===== src/rtl/lpw_pkg.sv =====
package lpw_pkg;

   // Merged wake sources presented to the pulse stage
   typedef struct packed {
      logic pin_hit;
      logic rtc;
      logic req;
   } lpw_src_t;

   typedef enum logic {
      LPW_ARMED = 1'b1,
      LPW_SPENT = 1'b0
   } lpw_arm_e;

endpackage


===== src/rtl/lpw_sync.sv =====
module lpw_sync #(
   parameter int STAGES = 2
) (
   input  logic clk,
   input  logic rst_n,
   input  logic d,
   output logic q
);
   logic [STAGES-1:0] chain_q;

   generate
      genvar s;
      for (s = 0; s < STAGES; s++) begin : g_stage
         if (s == 0) begin : g_first
            always_ff @(posedge clk or negedge rst_n) begin
               if (!rst_n) chain_q[0] <= 1'b0;
               else        chain_q[0] <= d;
            end
         end else begin : g_next
            always_ff @(posedge clk or negedge rst_n) begin
               if (!rst_n) chain_q[s] <= 1'b0;
               else        chain_q[s] <= chain_q[s-1];
            end
         end
      end
   endgenerate

   assign q = chain_q[STAGES-1];
endmodule


===== src/rtl/lpw_level_qual.sv =====
module lpw_level_qual #(
   parameter int CNT_W = 8
) (
   input  logic             clk,
   input  logic             rst_n,
   input  logic             enable,
   input  logic             level,
   input  logic [CNT_W-1:0] min_len,
   output logic             hit
);
   localparam logic [CNT_W-1:0] CNT_MAX = '1;
   localparam logic [CNT_W-1:0] CNT_ONE = CNT_W'(1);

   logic             ref_q;
   logic [CNT_W-1:0] run_q;
   logic [CNT_W-1:0] eff_len;
   logic [CNT_W-1:0] thr;
   logic             differs;

   assign eff_len = (min_len == '0) ? CNT_ONE : min_len;
   assign thr     = eff_len - CNT_ONE;
   assign differs = level ^ ref_q;

   always_ff @(posedge clk or negedge rst_n) begin
      if (!rst_n) begin
         ref_q <= 1'b0;
         run_q <= '0;
      end else if (!enable) begin
         ref_q <= level;
         run_q <= '0;
      end else if (!differs) begin
         run_q <= '0;
      end else if (run_q != CNT_MAX) begin
         run_q <= run_q + CNT_ONE;
      end
   end

   assign hit = enable && differs && (run_q >= thr);
endmodule


===== src/rtl/lpw_wake_merge.sv =====
module lpw_wake_merge
   import lpw_pkg::*;
(
   input  logic     clk,
   input  logic     rst_n,
   input  logic     enable,
   input  lpw_src_t src,
   output logic     wake_pulse
);
   lpw_arm_e arm_q;
   logic     any_src;
   logic     fire;

   assign any_src = src.pin_hit | src.rtc | src.req;
   assign fire    = enable && (arm_q == LPW_ARMED) && any_src;

   always_ff @(posedge clk or negedge rst_n) begin
      if (!rst_n) begin
         arm_q      <= LPW_ARMED;
         wake_pulse <= 1'b0;
      end else begin
         wake_pulse <= fire;
         if (!enable)   arm_q <= LPW_ARMED;
         else if (fire) arm_q <= LPW_SPENT;
      end
   end
endmodule


===== src/rtl/lpwake_monitor.sv =====
module lpwake_monitor
   import lpw_pkg::*;
#(
   parameter int NUM_PINS    = 2,
   parameter int SYNC_STAGES = 2,
   parameter int CNT_W       = 8,
   localparam int SEL_W      = (NUM_PINS > 1) ? $clog2(NUM_PINS) : 1
) (
   input  logic                clk,
   input  logic                rst_n,
   input  logic                mon_en,
   input  logic [SEL_W-1:0]    pin_sel,
   input  logic [NUM_PINS-1:0] wake_pins,
   input  logic                rtc_wake,
   input  logic                on_req,
   input  logic [CNT_W-1:0]    min_len,
   output logic                wake_pulse
);
   generate
      if (SYNC_STAGES < 2) begin : g_bad_sync
         $error("lpwake_monitor: SYNC_STAGES must be at least 2");
      end
      if (CNT_W < 2) begin : g_bad_cnt
         $error("lpwake_monitor: CNT_W must be at least 2");
      end
      if (NUM_PINS < 2 || NUM_PINS != (1 << SEL_W)) begin : g_bad_pins
         $error("lpwake_monitor: NUM_PINS must be a power of two, at least 2");
      end
   endgenerate

   logic [NUM_PINS-1:0] pins_s;
   logic                sel_level;
   logic                pin_hit;
   lpw_src_t            srcs;

   generate
      genvar p;
      for (p = 0; p < NUM_PINS; p++) begin : g_pin
         lpw_sync #(.STAGES(SYNC_STAGES)) u_sync (
            .clk   (clk),
            .rst_n (rst_n),
            .d     (wake_pins[p]),
            .q     (pins_s[p])
         );
      end
   endgenerate

   assign sel_level = pins_s[pin_sel];

   lpw_level_qual #(.CNT_W(CNT_W)) u_qual (
      .clk     (clk),
      .rst_n   (rst_n),
      .enable  (mon_en),
      .level   (sel_level),
      .min_len (min_len),
      .hit     (pin_hit)
   );

   assign srcs.pin_hit = pin_hit;
   assign srcs.rtc     = rtc_wake;
   assign srcs.req     = on_req;

   lpw_wake_merge u_merge (
      .clk        (clk),
      .rst_n      (rst_n),
      .enable     (mon_en),
      .src        (srcs),
      .wake_pulse (wake_pulse)
   );
endmodule


===== config.mk =====
export PLATFORM = sky130hd
export DESIGN_NAME = lpwake_monitor
export DESIGN_NICKNAME = d
export VERILOG_FILES = /design/src/rtl/lpw_pkg.sv /design/src/rtl/lpw_sync.sv /design/src/rtl/lpw_level_qual.sv /design/src/rtl/lpw_wake_merge.sv /design/src/rtl/lpwake_monitor.sv
export SDC_FILE = /design/constraint.sdc
export NUM_CORES = 1
export LEC_CHECK = 0
export ABC_AREA = 1
export BUFFER_PORTS_ARGS = -buffer_cell sky130_fd_sc_hd__buf_2
export CORE_ASPECT_RATIO = 1.5
export CORE_MARGIN = 1
export CORE_UTILIZATION = 35
export DETAILED_ROUTE_END_ITERATION = 16
export GPL_TIMING_DRIVEN = 1
export PLACE_DENSITY = 0.52
export SLEW_MARGIN = 20
export SYNTH_ARGS = -nofsm -noshare
export SYNTH_HDL_FRONTEND = slang
export SYNTH_HIERARCHICAL = 1
export SYNTH_SLANG_ARGS = --single-unit
export TNS_END_PERCENT = 50

===== constraint.sdc =====
create_clock -name clk -period 2 [get_ports clk]
set_clock_uncertainty 0.15 [all_clocks]
set_input_delay 0 -clock clk [delete_from_list [all_inputs] [get_ports clk]]
set_output_delay 0 -clock clk [all_outputs]
set_load 0.005 [all_outputs]

Word level (Yosys, flattened, before mapping)
Index checks and enable logic that the tools add are counted.
{ "totals": {"inputBits": 16, "register_bits": 15, "out_inout_bits": 1, "word_cells": 31} }
{ "op_classes": {"eq_ne": 3, "muxes": 8, "addsub": 2, "bitwise": 3, "magnitude_cmp": 2, "n_reduce_logical": 5} }
{ "ops": {"columns": ["op", "n"], "rows": [
  ["8-bit 2-to-1 mux", 4],
  ["8-bit by 1-bit adder with 8-bit output (second input constant)", 1],
  ["8-bit >= comparator", 1],
  ["8-bit logical NOT", 1],
  ["8-bit inequality test (second input constant)", 1],
  ["8-bit by 1-bit subtractor with 8-bit output (second input constant)", 1],
  ["1-bit logical AND", 4],
  ["1-bit 2-to-1 mux", 4],
  ["3-bit inequality test (second input constant)", 1],
  ["1-bit by 2-bit less-than comparator with 1-bit output (second input constant)", 1],
  ["2-bit by 1-bit inequality test with 1-bit output (second input constant)", 1],
  ["1-bit bitwise OR", 2],
  ["1-bit bitwise XOR", 1]
]} }

Depth between registers and ports, before layout
{ "depth": {"depth_word": 10, "ltp_mapped": 19, "depth_no_buf": 19} }

By module
The synthesis kept the hierarchy.
{ "by_module_without_submodules": {"columns": ["mod", "instances", "cells_each", "area_each_um2"], "rows": [
  ["lpw_level_qual", 1, 127, 899.6],
  ["lpw_sync", 2, 2, 50.0],
  ["lpw_wake_merge", 1, 8, 78.8],
  ["lpwake_monitor", 1, 4, 15.0]
]} }

Worst setup path before layout
Ideal clock, no wire load.
{ "synth_timing": {"path_type": "input to register", "from": "input port min_len[4]", "to": "register u_merge.wake_pulse", "t_required_ps": 1773, "path_buffers": 0, "path_slack_ps": 25, "stages": 17, "setup_time_ps": 77, "t_arrival_ps": 1748, "cell_sequence": "inv_1 > nand2_1 > nor2_1 > a31oi_1 > ha_1 > nand3_1 > xor2_1 > inv_1 > ha_1 > nand2_1 > nor2_1 > nand4_1 > nand3_1 > nand2_1 > inv_1 > nor2_2 > a21oi_1"} }
{ "synth_between": {"elab_chain_len": 8} }
{ "synth_lines": {"columns": ["element", "line_no", "source"], "rows": [
  ["start, declared", "lpwake_monitor.sv:16", "input logic [CNT_W-1:0] min_len,"],
  ["8-bit logical NOT", "lpw_level_qual.sv:20", "assign eff_len = (min_len == '0) ? CNT_ONE : min_len;"],
  ["8-bit 2-to-1 mux (*)", "lpw_level_qual.sv:20", null],
  ["8-bit by 1-bit subtractor with 8-bit output (*)", "lpw_level_qual.sv:21", "assign thr = eff_len - CNT_ONE;"],
  ["8-bit >= comparator (*)", "lpw_level_qual.sv:38", "assign hit = enable && differs && (run_q >= thr);"],
  ["1-bit logical AND (*)", "lpw_level_qual.sv:38", null],
  ["via pin_hit", "lpwake_monitor.sv:33", "logic pin_hit;"],
  ["1-bit bitwise OR (*) (2 in a row)", "lpw_wake_merge.sv:14", "assign any_src = src.pin_hit | src.rtc | src.req;"],
  ["1-bit logical AND (*)", "lpw_wake_merge.sv:15", "assign fire = enable && (arm_q == LPW_ARMED) && any_src;"],
  ["via u_merge.fire", "lpw_wake_merge.sv:12", "logic fire;"],
  ["end signal, assigned", "lpw_wake_merge.sv:22", "wake_pulse <= fire;"],
  ["end, declared", "lpw_wake_merge.sv:8", "output logic wake_pulse"]
]} }
The timed path passes the listed nets; every way through them passes the cells marked *.
A chain may end at the register's enable or synchronous reset.

Worst setup path after layout
{ "layout_timing": {"from": "input port min_len[7]", "to": "register u_merge.arm_q"} }
{ "layout_between": {"elab_chain_len": 9} }
{ "layout_lines": {"columns": ["element", "line_no", "source"], "rows": [
  ["8-bit logical NOT", "lpw_level_qual.sv:20", null],
  ["8-bit 2-to-1 mux (*)", "lpw_level_qual.sv:20", null],
  ["8-bit by 1-bit subtractor with 8-bit output (*)", "lpw_level_qual.sv:21", null],
  ["8-bit >= comparator (*)", "lpw_level_qual.sv:38", null],
  ["1-bit logical AND (*)", "lpw_level_qual.sv:38", null],
  ["via pin_hit", "lpwake_monitor.sv:33", null],
  ["1-bit bitwise OR (*) (2 in a row)", "lpw_wake_merge.sv:14", null],
  ["1-bit logical AND (*)", "lpw_wake_merge.sv:15", null],
  ["2-bit by 1-bit inequality test with 1-bit output (no source line) (*)", null, null],
  ["end signal, assigned", "lpw_wake_merge.sv:19", "arm_q <= LPW_ARMED;"],
  ["end signal, assigned", "lpw_wake_merge.sv:23", "if (!enable) arm_q <= LPW_ARMED;"],
  ["end signal, assigned", "lpw_wake_merge.sv:24", "else if (fire) arm_q <= LPW_SPENT;"],
  ["end, declared", "lpw_wake_merge.sv:10", "lpw_arm_e arm_q;"]
]} }
Marked as above.

==> out/metrics.yaml <==
core_um2: 2940
final_hold_viol_count: 0
min_from: "pin_sel"
cts_tree: "yes"
synth.avg_cell_area_um2: 7.65
pwr-share-seq_pct: 44.2
pwr-share-clk_pct: 33.2
yosysWarnings: 6
grt.overflow.total: 0
dp.cells: 210
fin_nets: 211
timing.rr.start: "u_qual/run_q[3]$_DFFE_PN0P_"
yosysSeqAreaShare_pct: 34.4
cts-root-buf: "clkbuf_8"
clockBufferDepth: 2
peakVddDrop_mv: 0.462
dp_hpwl_um: 2000
crit_type: "in2reg"
path_clk_slew_ns: 0.06
firstDrtPassIters: 4
clock_latency_ns: 0.25
status: "finished, final reports clean"
setup_viol: 0
rrSetupSlack_ns: 0.33
total_power_mw: 0.733
dieArea_um2: 3360
n_antenna_cell: 0
layout.cells.non_filler: 223
syn2layout_area_growth_pct: 37.3
slew_headroom_pct: 76.4
clkSinkCount: 15
ys_types: 25
maxSlewViolCount: 0
p_per_area_nw_per_um2: 488
die_width_um: 47.6
viasPerCell: 4.67
required_ns: 2.04
numCtsBuffers: 3
synth_area_um2: 1090
drt-initial-drc-count: 10
combPwrFrac_pct: 22.6
worst_slew_pin_slew_ns: 0.354
rows: 24
htree_levels: 1
vias: 1042
io-pin-count: 17
startpoint_type: "input pin"
wl_per_cell_um: 11.6
yosys_register_bits: 15
worstHoldEndpoint: "u_qual/ref_q$_DFFE_PN0N_"
syn-num-nets: 169
finalWorstSetupSlack_ns: 0.141
gp_congestion: 0.739
p_leak_nw: 0.765
swShare_pct: 27.1
r2r-end: "u_merge/arm_q$_DFFE_PN1P_"
cp.arrival_ns: 1.90
syn_inst: 143
drv_cap: 0
whs_path_depth: 5
totalWireLength_um: 2580
drc: 0
pre_cts_ws_ns: -0.264
track_usage_pct: 16.8
power.switching_mw: 0.198
p_int_mw: 0.534
fmax_mhz: 538
start_util_pct: 37.2
die_y_um: 70.5
hold_path.class: "in2reg"
holdWs_ns: 0.0275
critPathMaxFanout: 3
grt_max_degree: 16
grt_antenna_before_repair: 0
grt_pass1_vias: 1021
layout-drive-gt1-share_pct: 33.2
ff2ff_path_depth: 12
post-route-period-util_pct: 93.0
critPathCaptureType: "flop"
ant_nets: 0
io_buffers: 16
final.setup.tns_ns: 0
finalCriticalPeriod_ns: 1.86
grt_pass1_wl_um: 3980
## metal layers
metal	wire length [um]	up-vias	global-route usage [%]
li1	-	544	-
met2	1420	23	30.7
met3	64	6	2.33
met5	0	-	0
met4	85	0	9.26
met1	1010	469	16.3
## metrics by stage
step	utilization, %	area (um2)
global route	51.0	1500
global placement	44.6	1310
floorplan	-	1090
finish	51.0	1500
CTS	48.3	1420
detailed placement	44.6	1310
## logic make-up (layout without fill, tap and decap cells)
kind of cell             after synthesis  after routing  share of synthesized area (%)
AO/OA/AOI/OAI                         19             19                           11.1
buffers and inverters                 29             70                           9.95
XOR/XNOR                               3              3                           2.40
adder cells (fa/ha/maj)               10             10                           11.4
AND/OR/NAND/NOR                       67             67                           30.7
flip-flops                            15             15                           34.4
## layout make-up
| class | instances | area, um2 |
|---|---|---|
| sequential | 15 | 377 |
| clock buffer | 4 | 45.0 |
| multi-input combinational | 99 | 666 |
| fill | 317 | 1440 |
| tap | 39 | 48.8 |
| inverter | 29 | 109 |
| timing repair buffer | 37 | 256 |
## worst max path at each step
stage                    start                           end  slack, ns
floorplan           min_len[4]  u_merge/wake_pulse$_DFF_PN0_       0.02
global placement    min_len[2]     u_merge/arm_q$_DFFE_PN1P_      -0.18
detailed placement  min_len[4]  u_merge/wake_pulse$_DFF_PN0_      -0.26
CTS                 min_len[4]  u_merge/wake_pulse$_DFF_PN0_       0.05
global route        min_len[7]     u_merge/arm_q$_DFFE_PN1P_      -0.01
finish              min_len[7]     u_merge/arm_q$_DFFE_PN1P_       0.14
## state kept, by name (all words and copies together), names as in the netlist
signal                cells
u_merge/wake_pulse        1
u_qual/ref_q              1
g_pin.u_sync/q            2
g_pin.u_sync/chain_q      2
u_merge/arm_q             1
u_qual/run_q              8
## synthesized netlist by cell type
library cell | instances | area share [%]
a21o_1 | 1 | 0.69
a21oi_1 | 7 | 3.2
a21oi_2 | 2 | 1.6
a22oi_2 | 2 | 2.3
a31oi_1 | 1 | 0.57
dfrtp_1 | 14 | 32
dfstp_2 | 1 | 2.4
ha_1 | 10 | 11
inv_1 | 28 | 9.6
inv_2 | 1 | 0.34
nand2_1 | 35 | 12
nand2_2 | 2 | 1.1
nand3_1 | 8 | 3.7
nand3_2 | 1 | 0.92
nand3_4 | 1 | 1.6
nand4_1 | 6 | 3.4
nor2_1 | 9 | 3.1
nor2_2 | 1 | 0.57
nor2_8 | 1 | 1.8
nor3_1 | 2 | 0.92
nor3_4 | 1 | 1.5
o21ai_0 | 4 | 1.8
o21ai_1 | 2 | 0.92
xnor2_1 | 2 | 1.6
xor2_1 | 1 | 0.80
## cell usage in the layout (no fill, tap or decap), types with 3 or more instances in the layout
cell            n
a21oi_1         7
buf_2          16
buf_4          14
clkbuf_8        3
dfrtp_1        14
dlygate4sd3_1   6
ha_1            9
inv_1          23
inv_2           6
nand2_1        32
nand2_2         5
nand3_1         7
nand4_1         6
nor2_1          7
o21ai_0         4
## timing repair
action	CTS	global route
buffers inserted	0	3
endpoints found under the setup margin	1	2
endpoints found under the hold margin	22	0
hold buffers	6	0
pin swaps	0	7
resized for setup	1	17
## power groups by stage
stage          clock network, mW  logic, mW  registers, mW
5_1_grt                    0.263      0.187          0.325
6_report                   0.243      0.166          0.324
4_1_cts                    0.254      0.149          0.324
2_1_floorplan                  0     0.0777          0.328
3_3_place_gp                   0      0.137          0.329
3_5_place_dp                   0      0.139          0.329
## worst max-delay path, stage by stage
cell,delay (ns)
buf_2,0.10
nor2_1,0.27
a31oi_4,0.15
ha_4,0.19
buf_6,0.11
xnor2_2,0.12
ha_1,0.26
nand2_1,0.07
inv_2,0.04
nand2_1,0.05
nand2_1,0.05
nand2_1,0.06
nand3_1,0.06
nand2_1,0.07
inv_2,0.04
nor2_2,0.11
nand3_1,0.08
nand2_1,0.06
(Power assumes the default switching activity.)
